[config.mk]
export PLATFORM = sky130hd
export DESIGN_NAME = disp_psave_gate
export DESIGN_NICKNAME = d
export VERILOG_FILES = /design/src/rtl/dpg_pkg.sv /design/src/rtl/dpg_mode_ctl.sv /design/src/rtl/dpg_pin_reg.sv /design/src/rtl/disp_psave_gate.sv
export SDC_FILE = /design/constraint.sdc
export NUM_CORES = 1
export LEC_CHECK = 0
export ABC_CLOCK_PERIOD_IN_PS = 1400
export BUFFER_PORTS_ARGS = -buffer_cell sky130_fd_sc_hd__buf_2
export CAP_MARGIN = 20
export CORE_UTILIZATION = 25
export CTS_CLUSTER_DIAMETER = 40
export DETAILED_ROUTE_END_ITERATION = 12
export PLACE_DENSITY = 0.63
export RECOVER_POWER = 50
export SETUP_SLACK_MARGIN = 0.05
export SLEW_MARGIN = 15
export SYNTH_ARGS = -nofsm -noshare
export SYNTH_HDL_FRONTEND = slang
export SYNTH_SLANG_ARGS = --single-unit
[constraint.sdc]
create_clock -name clk_i -period 1.4 [get_ports clk_i]
set_clock_uncertainty 0.2 [all_clocks]
set_input_delay 0.28 -clock clk_i [delete_from_list [all_inputs] [get_ports clk_i]]
set_output_delay 0.28 -clock clk_i [all_outputs]
set_load 0.05 [all_outputs]
[src/rtl/dpg_pkg.sv]
package dpg_pkg;
  typedef enum logic {MODE_NORMAL = 1'b0, MODE_PSAVE = 1'b1} mode_e;

  typedef enum logic [1:0] {
    REST_LOW  = 2'd0,
    REST_HIGH = 2'd1,
    REST_HOLD = 2'd2
  } rest_e;

  // TFT shift clock rests opposite to its polarity setting
  function automatic logic tft_shift_rest(input logic pol);
    return ~pol;
  endfunction

  // rest rule for a line that is frozen on TFT and low on STN
  function automatic rest_e hold_or_low(input logic tft, input logic holdable);
    return (tft && holdable) ? REST_HOLD : REST_LOW;
  endfunction
endpackage

[src/rtl/dpg_mode_ctl.sv]
module dpg_mode_ctl
  import dpg_pkg::*;
(
  input  logic  clk_i,
  input  logic  rst_ni,
  input  logic  frame_start_i,
  input  logic  psave_req_i,
  output mode_e mode_d_o,
  output mode_e mode_q_o
);
  mode_e mode_q;

  always_comb begin
    mode_d_o = mode_q;
    if (frame_start_i) mode_d_o = psave_req_i ? MODE_PSAVE : MODE_NORMAL;
  end

  always_ff @(posedge clk_i or negedge rst_ni) begin
    if (!rst_ni) mode_q <= MODE_NORMAL;
    else         mode_q <= mode_d_o;
  end

  assign mode_q_o = mode_q;
endmodule

[src/rtl/dpg_pin_reg.sv]
module dpg_pin_reg
  import dpg_pkg::*;
#(
  parameter int W = 1
) (
  input  logic         clk_i,
  input  logic         rst_ni,
  input  logic         gate_i,
  input  rest_e        rest_i,
  input  logic [W-1:0] live_i,
  output logic [W-1:0] pin_o
);
  logic [W-1:0] pin_q, pin_d;

  always_comb begin
    pin_d = live_i;
    if (gate_i) begin
      unique case (rest_i)
        REST_HIGH: pin_d = '1;
        REST_HOLD: pin_d = pin_q;
        default:   pin_d = '0;
      endcase
    end
  end

  always_ff @(posedge clk_i or negedge rst_ni) begin
    if (!rst_ni) pin_q <= '0;
    else         pin_q <= pin_d;
  end

  assign pin_o = pin_q;
endmodule

[src/rtl/disp_psave_gate.sv]
module disp_psave_gate
  import dpg_pkg::*;
#(
  parameter int          DATA_W   = 24,
  parameter int          CTL_W    = 4,
  parameter logic [CTL_W-1:0] CTL_HOLD = 4'b0111
) (
  input  logic              clk_i,
  input  logic              rst_ni,
  input  logic              psave_req_i,
  input  logic              frame_start_i,
  input  logic              panel_tft_i,
  input  logic              shift_pol_i,
  input  logic [DATA_W-1:0] pix_data_i,
  input  logic              shift_clk_i,
  input  logic              line_pulse_i,
  input  logic              frame_pulse_i,
  input  logic              drdy_i,
  input  logic [CTL_W-1:0]  tft_ctl_i,
  input  logic              fetch_req_i,
  output logic [DATA_W-1:0] pix_data_o,
  output logic              shift_clk_o,
  output logic              line_pulse_o,
  output logic              frame_pulse_o,
  output logic              drdy_o,
  output logic [CTL_W-1:0]  tft_ctl_o,
  output logic              fetch_req_o
);
  mode_e mode_d, mode_q_e;
  logic  gate;
  logic  mode_q;
  rest_e shift_rest, pulse_rest;

  dpg_mode_ctl u_mode (
    .clk_i        (clk_i),
    .rst_ni       (rst_ni),
    .frame_start_i(frame_start_i),
    .psave_req_i  (psave_req_i),
    .mode_d_o     (mode_d),
    .mode_q_o     (mode_q_e)
  );

  assign gate   = (mode_d == MODE_PSAVE);
  assign mode_q = (mode_q_e == MODE_PSAVE);

  always_comb begin
    shift_rest = REST_LOW;
    if (panel_tft_i) shift_rest = tft_shift_rest(shift_pol_i) ? REST_HIGH : REST_LOW;
    pulse_rest = hold_or_low(panel_tft_i, 1'b1);
  end

  dpg_pin_reg #(.W(DATA_W)) u_pix (
    .clk_i(clk_i), .rst_ni(rst_ni), .gate_i(gate), .rest_i(REST_LOW),
    .live_i(pix_data_i), .pin_o(pix_data_o)
  );

  dpg_pin_reg #(.W(1)) u_shift (
    .clk_i(clk_i), .rst_ni(rst_ni), .gate_i(gate), .rest_i(shift_rest),
    .live_i(shift_clk_i), .pin_o(shift_clk_o)
  );

  dpg_pin_reg #(.W(1)) u_line (
    .clk_i(clk_i), .rst_ni(rst_ni), .gate_i(gate), .rest_i(pulse_rest),
    .live_i(line_pulse_i), .pin_o(line_pulse_o)
  );

  dpg_pin_reg #(.W(1)) u_frame (
    .clk_i(clk_i), .rst_ni(rst_ni), .gate_i(gate), .rest_i(pulse_rest),
    .live_i(frame_pulse_i), .pin_o(frame_pulse_o)
  );

  dpg_pin_reg #(.W(1)) u_drdy (
    .clk_i(clk_i), .rst_ni(rst_ni), .gate_i(gate), .rest_i(REST_LOW),
    .live_i(drdy_i), .pin_o(drdy_o)
  );

  dpg_pin_reg #(.W(1)) u_fetch (
    .clk_i(clk_i), .rst_ni(rst_ni), .gate_i(gate), .rest_i(REST_LOW),
    .live_i(fetch_req_i), .pin_o(fetch_req_o)
  );

  // per-line rest rule: masked lines freeze on TFT, the rest go low
  for (genvar i = 0; i < CTL_W; i++) begin : g_ctl
    rest_e ctl_rest;
    assign ctl_rest = hold_or_low(panel_tft_i, CTL_HOLD[i]);

    dpg_pin_reg #(.W(1)) u_ctl (
      .clk_i(clk_i), .rst_ni(rst_ni), .gate_i(gate), .rest_i(ctl_rest),
      .live_i(tft_ctl_i[i]), .pin_o(tft_ctl_o[i])
    );
  end
endmodule

# After elaboration in Yosys (flattened, before gate mapping)
# Cells that the tools add are included.
# classes
n_eq_ne,6
muxes,17
# op_table
cell,n
$mux 24,1
$mux 1,12
$eq 2x1->1 const B,2
$eq 2x2->1 const B,2
$mux 2,2
$ne 2x2->1 const B,2
$pmux 1 s2,2
# totals
register_bits,34
input_bits,39
output_inout_bits,33
wordCells,34

# Depth between registers and ports, before layout
# logic_depth
depth_word,5
ltp_mapped,3

# Modules after synthesis
# Synthesis repeated with hierarchy kept, for this count alone.
# hier_totals
hier_cells,159
area_unflattened_um2,1939.4
# by_module_without_submodules
module,n_inst,cells_per_inst,area_per_inst_um2,seq_area_each_um2
dpg_pin_reg (u_pix),1,110,1442.6,600.6
dpg_pin_reg (g_ctl[0].u_ctl ...),9,5,48.8,25.0
dpg_mode_ctl,1,2,40.0,25.0
disp_psave_gate,1,2,17.5,0.0

# Worst setup path before layout
# OpenSTA, ideal clock, no wires.
# synth_timing
kind,register to register
from,register u_mode.mode_q (netlist: u_mode.mode_q_o)
to,register u_shift.pin_q (netlist: u_shift.pin_o)
arrival_ps,985
required_time_ps,1075
slack_ps,90
stages_incl_launch_ff,3
path_buffers,0
synth_period_minus_slack_ps,1310
path_cell_list,dfrtp_1 -> mux2i_4 -> mux2_4
# synth_between
elab_chain_cells,2
elab_cells_between_ends,3
classes_between,eq/ne: 1; mux: 2
# synth_rtl
item,line_no,source
from (decl),dpg_mode_ctl.sv:11,mode_e mode_q;
from (signal assigned),dpg_mode_ctl.sv:20,else mode_q <= mode_d_o;
$mux 1,dpg_mode_ctl.sv:15,if (frame_start_i) mode_d_o = psave_req_i ? MODE_PSAVE : MODE_NORMAL;
$mux 1,dpg_pin_reg.sv:17,if (gate_i) begin
net u_shift.pin_d,dpg_pin_reg.sv:13,"logic [W-1:0] pin_q, pin_d;"
to (signal assigned),dpg_pin_reg.sv:28,else pin_q <= pin_d;
to (decl),dpg_pin_reg.sv:13,
# The timed path passes the listed nets, and every way through them passes these cells.
# A chain may end at the register's enable or synchronous reset.

# Worst setup path in the final report
# layout_timing
from,register u_frame.pin_q (netlist: u_frame.pin_o)
to,output port frame_pulse_o
# layout_rtl
item,line_no,source
from (decl),dpg_pin_reg.sv:13,
from (signal assigned),dpg_pin_reg.sv:28,
to (decl),disp_psave_gate.sv:24,"output logic frame_pulse_o,"
# No word-level cell between the ends.

==> impl_metrics.env <==
export IMPL_critical_path_slowest_cell="dfrtp_1"
export IMPL_drt_first_iter_violations=55
export IMPL_setup_viol_count_final=0
export IMPL_wire_per_inst_um=10.4
export IMPL_fin_crit_ns=1.33
export IMPL_finalNetCount=213
export IMPL_track_usage_pct=10.2
export IMPL_fp_dieW_um=72.1
export IMPL_whs_ns=0.00816
export IMPL_synthAdderAreaFrac_pct=0
export IMPL_worst_ir_drop_vdd_v=0.000507
export IMPL_antennaDiodeCount=0
export IMPL_htreeDepth=2
export IMPL_power_density_nw_per_um2=1260
export IMPL_grt_max_degree=35
export IMPL_fp_coreArea_um2=4720
export IMPL_crit_chain="buf_6"
export IMPL_yosysSeqAreaShare_pct=69.2
export IMPL_maxCapViolations=0
export IMPL_mostFrequentLayoutCells="buf_2 (38), dfrtp_1 (34), buf_4 (25), and2_1 (19), dlygate4sd3_1 (12)"
export IMPL_initial_core_util_pct=26.0
export IMPL_dieArea_um2=5200
export IMPL_ys_ff_latch=34
export IMPL_fmax_mhz=754
export IMPL_grt_ovfl_total=0
export IMPL_muxShareOfSynthArea_pct=7.13
export IMPL_syn_nets=126
export IMPL_final_common_cell="buf_2"
export IMPL_drtAntennaViolNets=0
export IMPL_routed_wl_um=2510
export IMPL_clk_latency_ns=0.28
export IMPL_yosys_area_share_simple_pct=16.6
export IMPL_worst_hold_path_type="input port to register"
export IMPL_cts_tree="built"
export IMPL_clock_tree_buffer_depth=2
export IMPL_cts_buffers=5
export IMPL_antenna_found_initial=1
export IMPL_crit_fanout=2
export IMPL_syn_inst=87
export IMPL_synth_avg_cell_area_um2=14.1
export IMPL_max_stage_delay_ns=0.40
export IMPL_worstSetupStartpointType="register"
export IMPL_vias=878
export IMPL_rsz0062_at_grt="yes"
export IMPL_first_pass_iters=3
export IMPL_synth_area_leaders="dfrtp_1 (69%), and2_1 (9.7%), and2_2 (4.9%)"
export IMPL_path_class="register to primary output"
export IMPL_die_h_um=72.1
export IMPL_gp_congestion=0.616
export IMPL_routed_via_density=3.63
export IMPL_required_ns=0.92
export IMPL_numClockSinks=34
export IMPL_cts_root_buf="clkbuf_8"
export IMPL_fin_crit_sh_pct=94.7
export IMPL_tns_ns=0
export IMPL_status="completed"
export IMPL_yosys_cell_types_count=11
export IMPL_synth_compound_area_share_pct=0
export IMPL_end_kind="primary output"
export IMPL_syn2layout_area_growth_pct=59.7
export IMPL_synth_top_family_by_area="simple AND/OR/NAND/NOR gates"
export IMPL_synth_xor_area_share_pct=0
export IMPL_io_buffers=71
export IMPL_drive_gt1_share_pct=52.6
export IMPL_clkTransAtPathRegs_ns=0.07
export IMPL_synth_top_cell_by_area="dfrtp_1"
export IMPL_yosysTopAreaCellShare_pct=69.2
export IMPL_worst_slew_pin_slew_ns=0.452
export IMPL_syn_area_um2=1230
export IMPL_critPathArrivalTime_ns=0.85
export IMPL_drcViolationCount=0
export IMPL_critPathTopFamily="flip-flops"
export IMPL_nFillCells=462
export IMPL_power_leakage_nw=1.04
export IMPL_slew_viol_final=0
export IMPL_hold_viol=0
export IMPL_max_slew_margin_pct=69.9
export IMPL_critPathBufInv=1
export IMPL_num_rows=25
export IMPL_yosys_warnings=0
export IMPL_ios=72
export IMPL_grt_pass1_wl_um=3800
export IMPL_grt_pass1_vias=819
[layer usage]
metal	wire length (µm)	GRT usage [%]	share of wire, %	vias to the layer above
met3	219	5.42	8.7	8
met1	1060	12.2	42	396
met2	1170	15.0	47	44
met4	44	4.58	1.8	2
li1	-	-	-	428
met5	13	0	0.52	-
[per-stage QoR]
stage	total power, mW	cells	worst slack, ns	area (µm²)	utilization [%]
floorplan	1.52	87	0.0902	1230	-
global placement	1.67	221	0.0787	1640	34.7
detailed placement	1.67	221	0.0584	1640	34.7
CTS	2.48	240	0.0267	1880	39.9
global route	2.62	242	0.0342	1960	41.5
finish	2.48	242	0.0743	1960	41.5
[cells by family after synthesis]
logic type / after synthesis
multiplexers: 7
AND/OR/NAND/NOR: 33
buffers and inverters: 13
flip-flops: 34
[flip-flops by register name, indices dropped and copies added, names as in the netlist]
signal	cells
g_ctl.u_ctl.pin_o	4
u_drdy.pin_o	1
u_fetch.pin_o	1
u_frame.pin_o	1
u_line.pin_o	1
u_mode.mode_q_o	1
u_pix.pin_o	24
u_shift.pin_o	1
[area by class of cell]
| cell class | count | area (µm²) | share of cell area (%) |
|---|---|---|---|
| Sequential cell | 34 | 851 | 43.4 |
| Timing Repair Buffer | 87 | 622 | 31.7 |
| Multi-Input combinational cell | 40 | 292 | 14.9 |
| Clock buffer | 7 | 86.3 | 4.40 |
| Tap cell | 67 | 83.8 | 4.27 |
| Inverter | 6 | 22.5 | 1.15 |
| Clock inverter | 1 | 5.00 | 0.255 |
[worst paths after layout]
path                                           start                   end  slack (ns)  cells past startpoint
min in group asynchronous                     rst_ni          u_drdy.pin_o        0.40                      3
worst min register to register  g_ctl[2].u_ctl.pin_o  g_ctl[2].u_ctl.pin_o        0.36                      2
worst max-delay path                   u_frame.pin_o         frame_pulse_o        0.07                      1
max in group asynchronous                     rst_ni       u_pix.pin_o[14]        0.28                      3
worst min-delay path                   pix_data_i[8]        u_pix.pin_o[8]       0.008                      2
worst max register to register       u_mode.mode_q_o          u_line.pin_o        0.15                      3
[cells in the mapped netlist, drive strengths merged]
master / n
and2: 27
buf: 7
dfrtp: 34
inv: 6
mux2: 1
mux2i: 6
nand2: 5
nor2b: 1
[power by group]
| part | internal (mW) | total, mW | leakage [nW] | switching (mW) |
|---|---|---|---|---|
| clock network | 0.396 | 0.732 | 0.0482 | 0.336 |
| logic | 0.244 | 0.647 | 0.559 | 0.404 |
| registers | 1.06 | 1.10 | 0.434 | 0.0330 |
[repair_timing]
action,in CTS,in global routing
gates resized for setup,16,44
setup buffers,0,1
hold buffers,11,1
hold endpoints to repair,44,1
setup endpoints to repair,13,26
Note: power is estimated with default switching activity, not from simulation.
